<file path="config.mk">
export PLATFORM = sky130hd
export DESIGN_NAME = pinbank_ctrl
export DESIGN_NICKNAME = d
export VERILOG_FILES = /design/src/rtl/pinbank_pkg.sv /design/src/rtl/pinbank_rst_sync.sv /design/src/rtl/pinbank_decode.sv /design/src/rtl/pinbank_pad.sv /design/src/rtl/pinbank_port.sv /design/src/rtl/pinbank_ctrl.sv
export SDC_FILE = /design/constraint.sdc
export NUM_CORES = 1
export LEC_CHECK = 0
export CAP_MARGIN = 20
export CORE_MARGIN = 2
export CORE_UTILIZATION = 45
export CTS_CLUSTER_DIAMETER = 30
export DETAILED_ROUTE_END_ITERATION = 6
export PLACE_DENSITY = 0.7
export SETUP_SLACK_MARGIN = 0.2
export SYNTH_ARGS = -nofsm -noshare
export SYNTH_HDL_FRONTEND = slang
export SYNTH_SLANG_ARGS = --single-unit
</file>
<file path="constraint.sdc">
create_clock -name clk -period 14.54 [get_ports clk]
set_input_delay 1.454 -clock clk [delete_from_list [all_inputs] [get_ports clk]]
set_output_delay 1.454 -clock clk [all_outputs]
set_load 0.005 [all_outputs]
</file>
<file path="src/rtl/pinbank_pkg.sv">
package pinbank_pkg;
  localparam int PINS_PER_PORT = 8;
  localparam int BUS_W         = 32;
  localparam int MODE_W        = 2 * PINS_PER_PORT;

  localparam int OFF_IN   = 'h04;
  localparam int OFF_DOUT = 'h08;
  localparam int OFF_MODE = 'h0C;
  localparam int OFF_PDIS = 'h10;

  typedef enum logic [1:0] {
    DM_INPUT       = 2'd0,
    DM_PUSH_PULL   = 2'd1,
    DM_OPEN_DRAIN  = 2'd2,
    DM_OPEN_SOURCE = 2'd3
  } drive_mode_e;
endpackage

</file>
<file path="src/rtl/pinbank_rst_sync.sv">
module pinbank_rst_sync (
  input  logic clk,
  input  logic rst_n_in,
  output logic rst_n_out
);
  logic stage_q;
  logic out_q;

  always_ff @(posedge clk or negedge rst_n_in) begin
    if (!rst_n_in) begin
      stage_q <= 1'b0;
      out_q   <= 1'b0;
    end else begin
      stage_q <= 1'b1;
      out_q   <= stage_q;
    end
  end

  assign rst_n_out = out_q;
endmodule

</file>
<file path="src/rtl/pinbank_decode.sv">
module pinbank_decode #(
  parameter int NUM_PORTS   = 7,
  parameter int PORT_STRIDE = 48,
  parameter int ADDR_W      = 9,
  parameter int OFF_W       = 6
) (
  input  logic [ADDR_W-1:0]    addr,
  output logic                 ctrl_hit,
  output logic [NUM_PORTS-1:0] port_hit,
  output logic [OFF_W-1:0]     port_off
);
  int addr_i;

  always_comb begin
    addr_i   = int'(addr);
    port_hit = '0;
    port_off = '0;
    for (int p = 0; p < NUM_PORTS; p++) begin
      if (addr_i >= p * PORT_STRIDE && addr_i < (p + 1) * PORT_STRIDE) begin
        port_hit[p] = 1'b1;
        port_off    = OFF_W'(addr_i - p * PORT_STRIDE);
      end
    end
    ctrl_hit = (addr == '0);
  end
endmodule

</file>
<file path="src/rtl/pinbank_pad.sv">
module pinbank_pad
  import pinbank_pkg::*;
(
  input  logic       clk,
  input  logic       rst_n,
  input  logic [1:0] mode,
  input  logic       dout,
  output logic       oe,
  output logic       out
);
  always_comb begin
    oe  = 1'b0;
    out = 1'b0;
    case (drive_mode_e'(mode))
      DM_PUSH_PULL: begin
        oe  = 1'b1;
        out = dout;
      end
      DM_OPEN_DRAIN: begin
        oe  = ~dout;
        out = 1'b0;
      end
      DM_OPEN_SOURCE: begin
        oe  = dout;
        out = 1'b1;
      end
      default: begin
        oe  = 1'b0;
        out = 1'b0;
      end
    endcase
  end

  p_input_no_drive_r3: assert property (@(posedge clk) disable iff (!rst_n)
    (mode == 2'd0) |-> (!oe && !out));
  p_push_pull_r4: assert property (@(posedge clk) disable iff (!rst_n)
    (mode == 2'd1) |-> (oe && (out == dout)));
  p_open_drain_r5: assert property (@(posedge clk) disable iff (!rst_n)
    (mode == 2'd2) |-> (!out && (oe != dout)));
  p_open_source_r6: assert property (@(posedge clk) disable iff (!rst_n)
    (mode == 2'd3) |-> (out && (oe == dout)));
endmodule

</file>
<file path="src/rtl/pinbank_port.sv">
module pinbank_port
  import pinbank_pkg::*;
#(
  parameter int OFF_W = 6
) (
  input  logic                     clk,
  input  logic                     rst_n,
  input  logic                     acc_wr,
  input  logic [OFF_W-1:0]         acc_off,
  input  logic [MODE_W-1:0]        acc_wdata,
  input  logic [PINS_PER_PORT-1:0] pad_in,
  output logic [BUS_W-1:0]         rd_word,
  output logic [PINS_PER_PORT-1:0] pad_oe,
  output logic [PINS_PER_PORT-1:0] pad_out,
  output logic [PINS_PER_PORT-1:0] pad_pull_en
);
  localparam logic [OFF_W-1:0] O_IN   = OFF_W'(OFF_IN);
  localparam logic [OFF_W-1:0] O_DOUT = OFF_W'(OFF_DOUT);
  localparam logic [OFF_W-1:0] O_MODE = OFF_W'(OFF_MODE);
  localparam logic [OFF_W-1:0] O_PDIS = OFF_W'(OFF_PDIS);

  logic [PINS_PER_PORT-1:0] dout_q, dout_nxt;
  logic [PINS_PER_PORT-1:0] pdis_q, pdis_nxt;
  logic [MODE_W-1:0]        mode_q, mode_nxt;
  logic [PINS_PER_PORT-1:0] in_meta_q, in_sync_q;
  logic                     dout_en, pdis_en, mode_en;

  // next state and clock enables
  always_comb begin
    dout_en  = acc_wr && (acc_off == O_DOUT);
    pdis_en  = acc_wr && (acc_off == O_PDIS);
    mode_en  = acc_wr && (acc_off == O_MODE);
    dout_nxt = acc_wdata[PINS_PER_PORT-1:0];
    pdis_nxt = acc_wdata[PINS_PER_PORT-1:0];
    mode_nxt = acc_wdata;
  end

  always_ff @(posedge clk or negedge rst_n) begin
    if (!rst_n) begin
      dout_q <= '0;
      pdis_q <= '0;
      mode_q <= '0;
    end else begin
      if (dout_en) dout_q <= dout_nxt;
      if (pdis_en) pdis_q <= pdis_nxt;
      if (mode_en) mode_q <= mode_nxt;
    end
  end

  // two-stage input synchronizer
  always_ff @(posedge clk or negedge rst_n) begin
    if (!rst_n) begin
      in_meta_q <= '0;
      in_sync_q <= '0;
    end else begin
      in_meta_q <= pad_in;
      in_sync_q <= in_meta_q;
    end
  end

  always_comb begin
    case (acc_off)
      O_IN:    rd_word = BUS_W'(in_sync_q);
      O_DOUT:  rd_word = BUS_W'(dout_q);
      O_MODE:  rd_word = BUS_W'(mode_q);
      O_PDIS:  rd_word = BUS_W'(pdis_q);
      default: rd_word = '0;
    endcase
  end

  assign pad_pull_en = ~pdis_q;

  for (genvar n = 0; n < PINS_PER_PORT; n++) begin : g_pin
    pinbank_pad u_pad (
      .clk  (clk),
      .rst_n(rst_n),
      .mode (mode_q[2*n +: 2]),
      .dout (dout_q[n]),
      .oe   (pad_oe[n]),
      .out  (pad_out[n])
    );
  end

  p_hold_without_write_r11: assert property (@(posedge clk) disable iff (!rst_n)
    !acc_wr |=> ($stable(dout_q) && $stable(mode_q) && $stable(pdis_q)));
endmodule

</file>
<file path="src/rtl/pinbank_ctrl.sv">
module pinbank_ctrl
  import pinbank_pkg::*;
#(
  parameter int         NUM_PORTS   = 7,
  parameter int         PORT_STRIDE = 48,
  parameter int         ADDR_W      = 9,
  parameter logic [6:0] VERSION     = 7'd3
) (
  input  logic                               clk,
  input  logic                               rst_n,
  input  logic                               bus_sel,
  input  logic                               bus_wr,
  input  logic [ADDR_W-1:0]                  bus_addr,
  input  logic [BUS_W-1:0]                   bus_wdata,
  output logic [BUS_W-1:0]                   bus_rdata,
  input  logic [NUM_PORTS*PINS_PER_PORT-1:0] pad_in,
  output logic [NUM_PORTS*PINS_PER_PORT-1:0] pad_oe,
  output logic [NUM_PORTS*PINS_PER_PORT-1:0] pad_out,
  output logic [NUM_PORTS*PINS_PER_PORT-1:0] pad_pull_en,
  output logic                               ctrl_clk_req,
  output logic                               ctrl_sync_sel
);
  localparam int OFF_W = $clog2(PORT_STRIDE);

  logic                              rst_sync_n;
  logic                              ctrl_hit;
  logic [NUM_PORTS-1:0]              port_hit;
  logic [OFF_W-1:0]                  port_off;
  logic [NUM_PORTS-1:0][BUS_W-1:0]   port_rd;
  logic [1:0]                        ctrl_q, ctrl_nxt;
  logic                              ctrl_en;
  logic [BUS_W-1:0]                  ctrl_word;
  logic [BUS_W-1:0]                  rdata_q, rdata_nxt;
  logic                              rd_en;
  logic                              unused_wdata_hi;

  assign unused_wdata_hi = ^bus_wdata[BUS_W-1:MODE_W];

  pinbank_rst_sync u_rst (
    .clk      (clk),
    .rst_n_in (rst_n),
    .rst_n_out(rst_sync_n)
  );

  pinbank_decode #(
    .NUM_PORTS  (NUM_PORTS),
    .PORT_STRIDE(PORT_STRIDE),
    .ADDR_W     (ADDR_W),
    .OFF_W      (OFF_W)
  ) u_dec (
    .addr    (bus_addr),
    .ctrl_hit(ctrl_hit),
    .port_hit(port_hit),
    .port_off(port_off)
  );

  for (genvar p = 0; p < NUM_PORTS; p++) begin : g_port
    pinbank_port #(.OFF_W(OFF_W)) u_port (
      .clk        (clk),
      .rst_n      (rst_sync_n),
      .acc_wr     (bus_sel && bus_wr && port_hit[p]),
      .acc_off    (port_off),
      .acc_wdata  (bus_wdata[MODE_W-1:0]),
      .pad_in     (pad_in[p*PINS_PER_PORT +: PINS_PER_PORT]),
      .rd_word    (port_rd[p]),
      .pad_oe     (pad_oe[p*PINS_PER_PORT +: PINS_PER_PORT]),
      .pad_out    (pad_out[p*PINS_PER_PORT +: PINS_PER_PORT]),
      .pad_pull_en(pad_pull_en[p*PINS_PER_PORT +: PINS_PER_PORT])
    );
  end

  // control word
  always_comb begin
    ctrl_en   = bus_sel && bus_wr && ctrl_hit;
    ctrl_nxt  = bus_wdata[1:0];
    ctrl_word = {16'h0000, 7'(NUM_PORTS), VERSION, ctrl_q};
  end

  always_ff @(posedge clk or negedge rst_sync_n) begin
    if (!rst_sync_n) ctrl_q <= '0;
    else if (ctrl_en) ctrl_q <= ctrl_nxt;
  end

  assign ctrl_sync_sel = ctrl_q[1];
  assign ctrl_clk_req  = ctrl_q[0];

  // read path
  always_comb begin
    rd_en     = bus_sel && !bus_wr;
    rdata_nxt = '0;
    if (ctrl_hit) begin
      rdata_nxt = ctrl_word;
    end else begin
      for (int p = 0; p < NUM_PORTS; p++) begin
        if (port_hit[p]) rdata_nxt = port_rd[p];
      end
    end
  end

  always_ff @(posedge clk or negedge rst_sync_n) begin
    if (!rst_sync_n) rdata_q <= '0;
    else if (rd_en) rdata_q <= rdata_nxt;
  end

  assign bus_rdata = rdata_q;

  p_unmapped_reads_zero_r11: assert property (@(posedge clk) disable iff (!rst_sync_n)
    (bus_sel && !bus_wr && !ctrl_hit && (port_hit == '0)) |=> (bus_rdata == '0));
  p_ctrl_identity_r8: assert property (@(posedge clk) disable iff (!rst_sync_n)
    (bus_sel && !bus_wr && ctrl_hit) |=>
      ((bus_rdata[15:9] == 7'(NUM_PORTS)) && (bus_rdata[8:2] == VERSION) &&
       (bus_rdata[31:16] == '0)));
  p_ctrl_pins_follow_r8: assert property (@(posedge clk) disable iff (!rst_sync_n)
    !(bus_sel && bus_wr && ctrl_hit) |=> ($stable(ctrl_clk_req) && $stable(ctrl_sync_sel)));
endmodule

</file>
======== Yosys cells after proc, flatten, opt, wreduce, memory -nomap -nowiden ========
Index checks and enable logic that the tools add are counted.
operators by class
  $lt $le $gt $ge ......................... 13
  eq/ne operators ......................... 172
  $add $sub $neg .......................... 6
  mux-type cells .......................... 141
  bitwise operators ....................... 63
  reductions and logical operators ........ 39
operators with widths
  cell                                                               count
  case mux 16 bit (4 select lines)                                   7
  two-way mux 32 bit                                                 8
  equality test 2 bit, second input constant                         112
  case mux 1 bit (3 select lines)                                    56
  equality test 2 x 1 -> 1 bit, second input constant                56
  case mux 1 bit (2 select lines)                                    56
  NOT 1 bit                                                          56
  NOT 8 bit                                                          7
  two-way mux 6 bit                                                  7
  logical AND 1 bit                                                  37
  greater-or-equal comparator 9 x 8 -> 1 bit, second input constant  3
  less-than comparator 9 x 8 -> 1 bit, second input constant         3
  subtractor 6 bit, second input constant                            4
  less-than comparator 9 bit, second input constant                  2
  equality test 6 x 4 -> 1 bit, second input constant                2
  greater-or-equal comparator 9 x 6 -> 1 bit, second input constant  1
  greater-or-equal comparator 9 x 7 -> 1 bit, second input constant  1
  greater-or-equal comparator 9 bit, second input constant           1
  logical NOT 9 bit                                                  1
  less-than comparator 9 x 6 -> 1 bit, second input constant         1
  less-than comparator 9 x 7 -> 1 bit, second input constant         1
  two-way mux 1 bit                                                  7
  equality test 6 x 3 -> 1 bit, second input constant                1
  equality test 6 x 5 -> 1 bit, second input constant                1
  3 further kinds                                                    3
word-level totals
  flip-flop bits (word level) ............. 372
  input port bits ......................... 101
  logic and storage cells ................. 473

======== Logic depth before layout (Yosys ltp) ========
  depth in word-level cells ............... 18
  depth in mapped cells ................... 17
  depth with buffers taken out ............ 11

======== Cells and area by module ========
A second synthesis with hierarchy kept.
second synthesis, totals
  cell total of the unflattened synthesis .. 1722
  area, all modules ....................... 20709.9 um2
by module, submodules not included
  module            seq. area each (um2)  area an instance (um2)  cells each  times used
  pinbank_port      1201.2                2159.6                  156         7
  pinbank_ctrl      850.8                 2971.6                  396         1
  pinbank_pad       0.0                   37.5                    3           56
  pinbank_decode    0.0                   465.4                   63          1
  pinbank_rst_sync  50.0                  53.8                    3           1

======== Worst setup path before layout ========
OpenSTA, ideal clock, no wires.
  path kind ............................... input to register
  start ................................... input bus_addr[4]
  end ..................................... register rdata_q[7] (netlist: bus_rdata[7])
  buffers on the path ..................... 4
  path slack .............................. 9698 ps
  arrival ................................. 4721 ps
  library setup time ...................... 122 ps
  stages .................................. 15
  path through ............................ clkbuf_1 inv_1 ha_1 and2_1 o311ai_2 mux2_2 or3_1 buf_2 and3_1 buf_6 buf_6 a221o_1 o22ai_1 o41ai_1 a32o_1
between the ends
  cells in the longest elaborated chain, start to end .. 18
  elaborated cells between the ends (all ways) .. 59
RTL lines
  element                                                            RTL line              text
  start, declared                                                    pinbank_ctrl.sv:13    input logic [ADDR_W-1:0] bus_addr,
  less-than comparator 9 x 6 -> 1 bit, or another cell as far along  pinbank_decode.sv:19  if (addr_i >= p * PORT_STRIDE && addr_i < (p + 1) * PORT_STRIDE) begin
  two-way mux 6 bit / logical AND 1 bit (equally long branches)      pinbank_decode.sv:19
  two-way mux 6 bit (6 in series)                                    pinbank_decode.sv:19
  equality test 6 x 5 -> 1 bit, or another cell as far along         pinbank_port.sv:62    case (acc_off)
  case mux 16 bit (4 select lines)                                   pinbank_port.sv:62
  two-way mux 32 bit (7 in series)                                   pinbank_ctrl.sv:95    if (port_hit[p]) rdata_nxt = port_rd[p];
  two-way mux 32 bit *                                               pinbank_ctrl.sv:91    if (ctrl_hit) begin
  end signal, assigned                                               pinbank_ctrl.sv:102   else if (rd_en) rdata_q <= rdata_nxt;
  end, declared                                                      pinbank_ctrl.sv:33    logic [BUS_W-1:0] rdata_q, rdata_nxt;
Every way passes the cells marked *; elsewhere a longest branch is shown, timed or not.
A chain may end at the register's enable or synchronous reset.

======== Final worst setup path ========
  start ................................... input bus_addr[4]
  end ..................................... register rdata_q[3] (netlist: bus_rdata[3])
Same word-level chain as after synthesis.

==> metrics.md <==
| Metric | Value |
|---|---|
| Post-Layout Inst Area | `22500 sq um` |
| Hold endpoint | `g_port[3].u_port.in_sync_q[5]` |
| WL/cell | `23.6 um` |
| Area growth from synthesis to layout | `28.2%` |
| Xor-xnor portion of the synthesized cell area | `2.85%` |
| Status | `complete, no violations` |
| Final Cycle Share | `47.5%` |
| Placed instance area | `19700 sq um` |
| Post-CTS Setup Inserts | `0` |
| Adder-Cell Fraction of Synth Area | `0.286%` |
| Max FO, Critical Path | `34` |
| Post-Syn Area | `17500 sq um` |
| CTS Hold Buffers Added | `0` |
| Routability cong. | `0.887` |
| Clk sinks | `356` |
| Core area | `38600 sq um` |
| Startpoint Class | `input pin` |
| Vias per cell | `5.68` |
| IO Count | `303` |
| Worst min-delay path class | `register to register` |
| Fillcell total | `3206` |
| Clock root buffer | `clkbuf_16` |
| Final Hold Viols | `0` |
| Slew @ Worst Pin | `1.18 ns` |
| Synth unique cells | `72` |
| Post-synthesis area per instance | `11.5 sq um` |
| Initial Util | `45.4%` |
| Clock Pin Slew Worst Setup and Hold Paths | `0.05 ns` |
| Nets@finish | `1804` |
| CP required | `14.94 ns` |
| Slowest CP cell | `a2111oi_0` |
| DRC violations left | `0` |
| GRT overflow | `0` |
| Minimum clock period | `6.91 ns` |
| Hold path startpoint | `g_port[3].u_port.in_meta_q[5]` |
| I/O Buffers | `270` |
| Final setup viols | `0` |
| Initial antenna violation count | `0` |
| EDFF count, synth | `0` |
| Later-pin clock latency in the skew report | `0.59 ns` |
| Reg2Reg Capture Point | `g_port[0].u_port.mode_q[13]` |
| Top_reg_cell synth | `dfrtp_1` |
| DP Cell Count | `2134` |
| N_diodes | `0` |
| Synth async-reset ratio | `100%` |
| R2R setup slack | `11.74 ns` |
| Die area | `40500 sq um` |
| Gr usage total | `26.5%` |
| Yosys warnings | `0` |
| WS Path Type | `input pin to register` |
| Reg2Reg Depth | `2` |
| Max clock buf depth | `3` |
| CP Capture Type | `register` |
| Sequential element share of the synthesized area | `50.9%` |
| RSZ-0062 raised after global routing | `false` |
| Static leakage | `9.71 nW` |
| Post-Synth Simple-Gate Area | `7.99%` |
| Detail Placement HPWL | `37400 um` |
| Register area | `8910 sq um` |
| Synth top area cells | `dfrtp_1 51%, mux2_2 14%, buf_4 5.7%` |
| M3 GR Usage | `6.92%` |
| Final setup TNS | `0 ns` |
| CTS Buf Count | `79` |
| CTS tree | `yes` |
| Peak VDD IR | `0.0000925 V` |
| Reg2reg start | `u_rst.rst_n_out` |
| Hold Path Stages | `0` |
| Power per cell area | `140 nW/um^2` |
| Chip Width | `201 um` |
| Global-route track usage on met2 | `42.7%` |
| Total wire length | `53800 um` |
| Cells along the critical path | `clkdlybuf4s50_1 -> inv_1 -> ha_1 -> and2_1 -> o311ai_2 -> mux2_2 -> or3_1 -> and3_1 -> buf_4 -> a22oi_1 -> a211oi_1 -> a2111oi_0 -> o22ai_1` |
| Max Freq | `145 MHz` |
| # rows | `72` |
| Syn Inst Count | `1524` |
| Post-route insts no fill | `2276` |
| First-pass GRT wire length | `81100 um` |
| Worst clock skew | `0.0264 ns` |
| Post-CTS sizing | `0` |
| Worst stage delay on the critical path | `1.00 ns` |
| Worst Path Buf+Inv | `3` |
| CP top delay family | `compound AO/OA/AOI/OAI gates` |
| Iter 0 DRT Violations | `1019` |
| Worst path arrival time | `7.31 ns` |
| Vias | `12935` |
| Top-area cell type share of the netlist area | `50.9%` |
| Max-slew headroom | `21.2%` |
| Max-slew violations | `0` |
| Multi-input gate area | `7100 sq um` |
| Die height | `201 um` |
| Largest net degree at the start of global routing | `76` |
| Largest family of logic cells by synthesized area | `multiplexers` |
| Gr busiest metal | `met2` |
| H-tree Lvls | `3` |
| Max-cap violations | `0` |
| First-pass DRT Iterations | `6` |
| Compound-Gate Fraction of Synth Area | `13.5%` |
| Cell taking the most area after synthesis | `dfrtp_1` |
| Share of cells above drive strength 1 | `22.5%` |
| Final ANT Viol Nets | `0` |
| Multiplexer area fraction after synthesis | `15.4%` |
| Number of global-route vias before repair | `13367` |
| Met1 capacity usage during global routing | `34.0%` |
| Synthesized flop and latch total | `356` |
[worst max path at each step]
| stage | start | end | cells after the start |
|---|---|---|---|
| 2_1_floorplan | u_rst.rst_n_out | bus_rdata[0] | 0 |
| 3_3_place_gp | bus_addr[4] | bus_rdata[3] | 13 |
| 3_5_place_dp | bus_addr[4] | bus_rdata[3] | 13 |
| 4_1_cts | bus_addr[4] | bus_rdata[3] | 13 |
| 5_1_grt | bus_addr[5] | bus_rdata[3] | 13 |
| 6_report | bus_addr[4] | bus_rdata[3] | 13 |
[flip-flops by register name, indices dropped and copies added, names as in the netlist]
| name | cells |
|---|---|
| u_rst.rst_n_out | 1 |
| ctrl_q | 2 |
| bus_rdata | 16 |
| g_port.u_port.in_sync_q | 56 |
| g_port.u_port.dout_q | 56 |
| g_port.u_port.in_meta_q | 56 |
| g_port.u_port.mode_q | 112 |
| g_port.u_port.pdis_q | 56 |
| u_rst.stage_q | 1 |
[final cells by class]
| type | count | share of cell area [%] |
|---|---|---|
| clock inverter | 42 | 2.17 |
| sequential | 356 | 39.7 |
| clock buffer | 98 | 9.85 |
| inverter | 65 | 1.09 |
| multi-input combinational | 908 | 31.6 |
| timing repair buffer | 289 | 12.7 |
| tap | 518 | 2.89 |
[synthesized netlist by cell type (4+ instances only)]
cell type,n
a2111oi_0,11
a211o_1,5
a211oi_1,8
a21oi_1,29
a221oi_1,20
a222oi_1,8
a22o_1,11
a22oi_1,41
and3_1,6
and4_1,5
buf_1,9
buf_2,16
buf_4,133
buf_6,5
clkbuf_1,47
dfrtp_1,356
ha_1,4
inv_1,65
mux2_2,214
mux2i_1,28
nand2_1,76
nand2b_1,62
nand3_1,17
nand3b_1,4
nand4_1,5
nor2_1,36
nor2b_1,4
nor3_1,10
nor3_2,6
o2111ai_1,4
o211ai_1,17
o21a_1,57
o21ai_0,81
o31ai_1,4
or3_1,4
xnor2_1,57
[per-layer routing]
metal	wire [um]	part of all wire (%)
met3	4710	8.8
met5	0	0
met2	25300	47
met4	1910	3.5
met1	21900	41
[where the power goes]
group          switching (W)  leakage, nW  internal, W
Combinational       0.000148         3.86     0.000123
Sequential         0.0000353         4.53      0.00104
Clock               0.000567         1.31      0.00122
[through the flow]
| stage | total power, W | hold slack (ns) | util [%] | worst slack [ns] |
|---|---|---|---|---|
| after floorplan | 0.00122 | 0.331 | - | 3.88 |
| after global placement | 0.00136 | 0.332 | 51.2 | 7.29 |
| after detailed placement | 0.00136 | 0.335 | 51.2 | 7.31 |
| after CTS | 0.00315 | 0.342 | 58.2 | 7.81 |
| after global routing | 0.00324 | 0.349 | 58.2 | 7.56 |
| final | 0.00313 | 0.339 | 58.2 | 7.63 |
[cells by family after synthesis]
| logic type | Yosys count |
|---|---|
| buffers and inverters | 275 |
| adder cells (fa/ha/maj) | 4 |
| XOR/XNOR | 57 |
| other | 2 |
| flip-flops | 356 |
| AO/OA/AOI/OAI | 333 |
| multiplexers | 243 |
| AND/OR/NAND/NOR | 254 |
[placed cells by master (no fill, tap or decap), types with 5 or more instances in the layout]
cell	synthesis	layout
clkinvlp_4	0	8
and4_1	5	5
nand4_1	5	5
a222oi_1	8	8
nor3_2	6	6
a211o_1	5	5
buf_4	133	18
nor2_1	36	36
clkinv_2	0	11
nor3_1	10	10
o21a_1	57	57
a221oi_1	20	19
clkinv_4	0	6
o211ai_1	17	17
a211oi_1	8	8
nand3_1	17	17
inv_6	0	9
xnor2_1	57	57
clkbuf_1	47	5
clkbuf_8	0	12
a22o_1	11	11
conb_1	2	17
o21ai_0	81	81
clkdlybuf4s50_1	0	269
a2111oi_0	11	11
clkbuf_16	0	81
a22oi_1	41	41
nand2_1	76	76
mux2i_1	28	28
nand2b_1	62	62
mux2_2	214	214
a21oi_1	29	28
dfrtp_1	356	355
and3_1	6	6
inv_1	65	65
bufinv_16	0	8
Power figures use the tool's default switching activity.
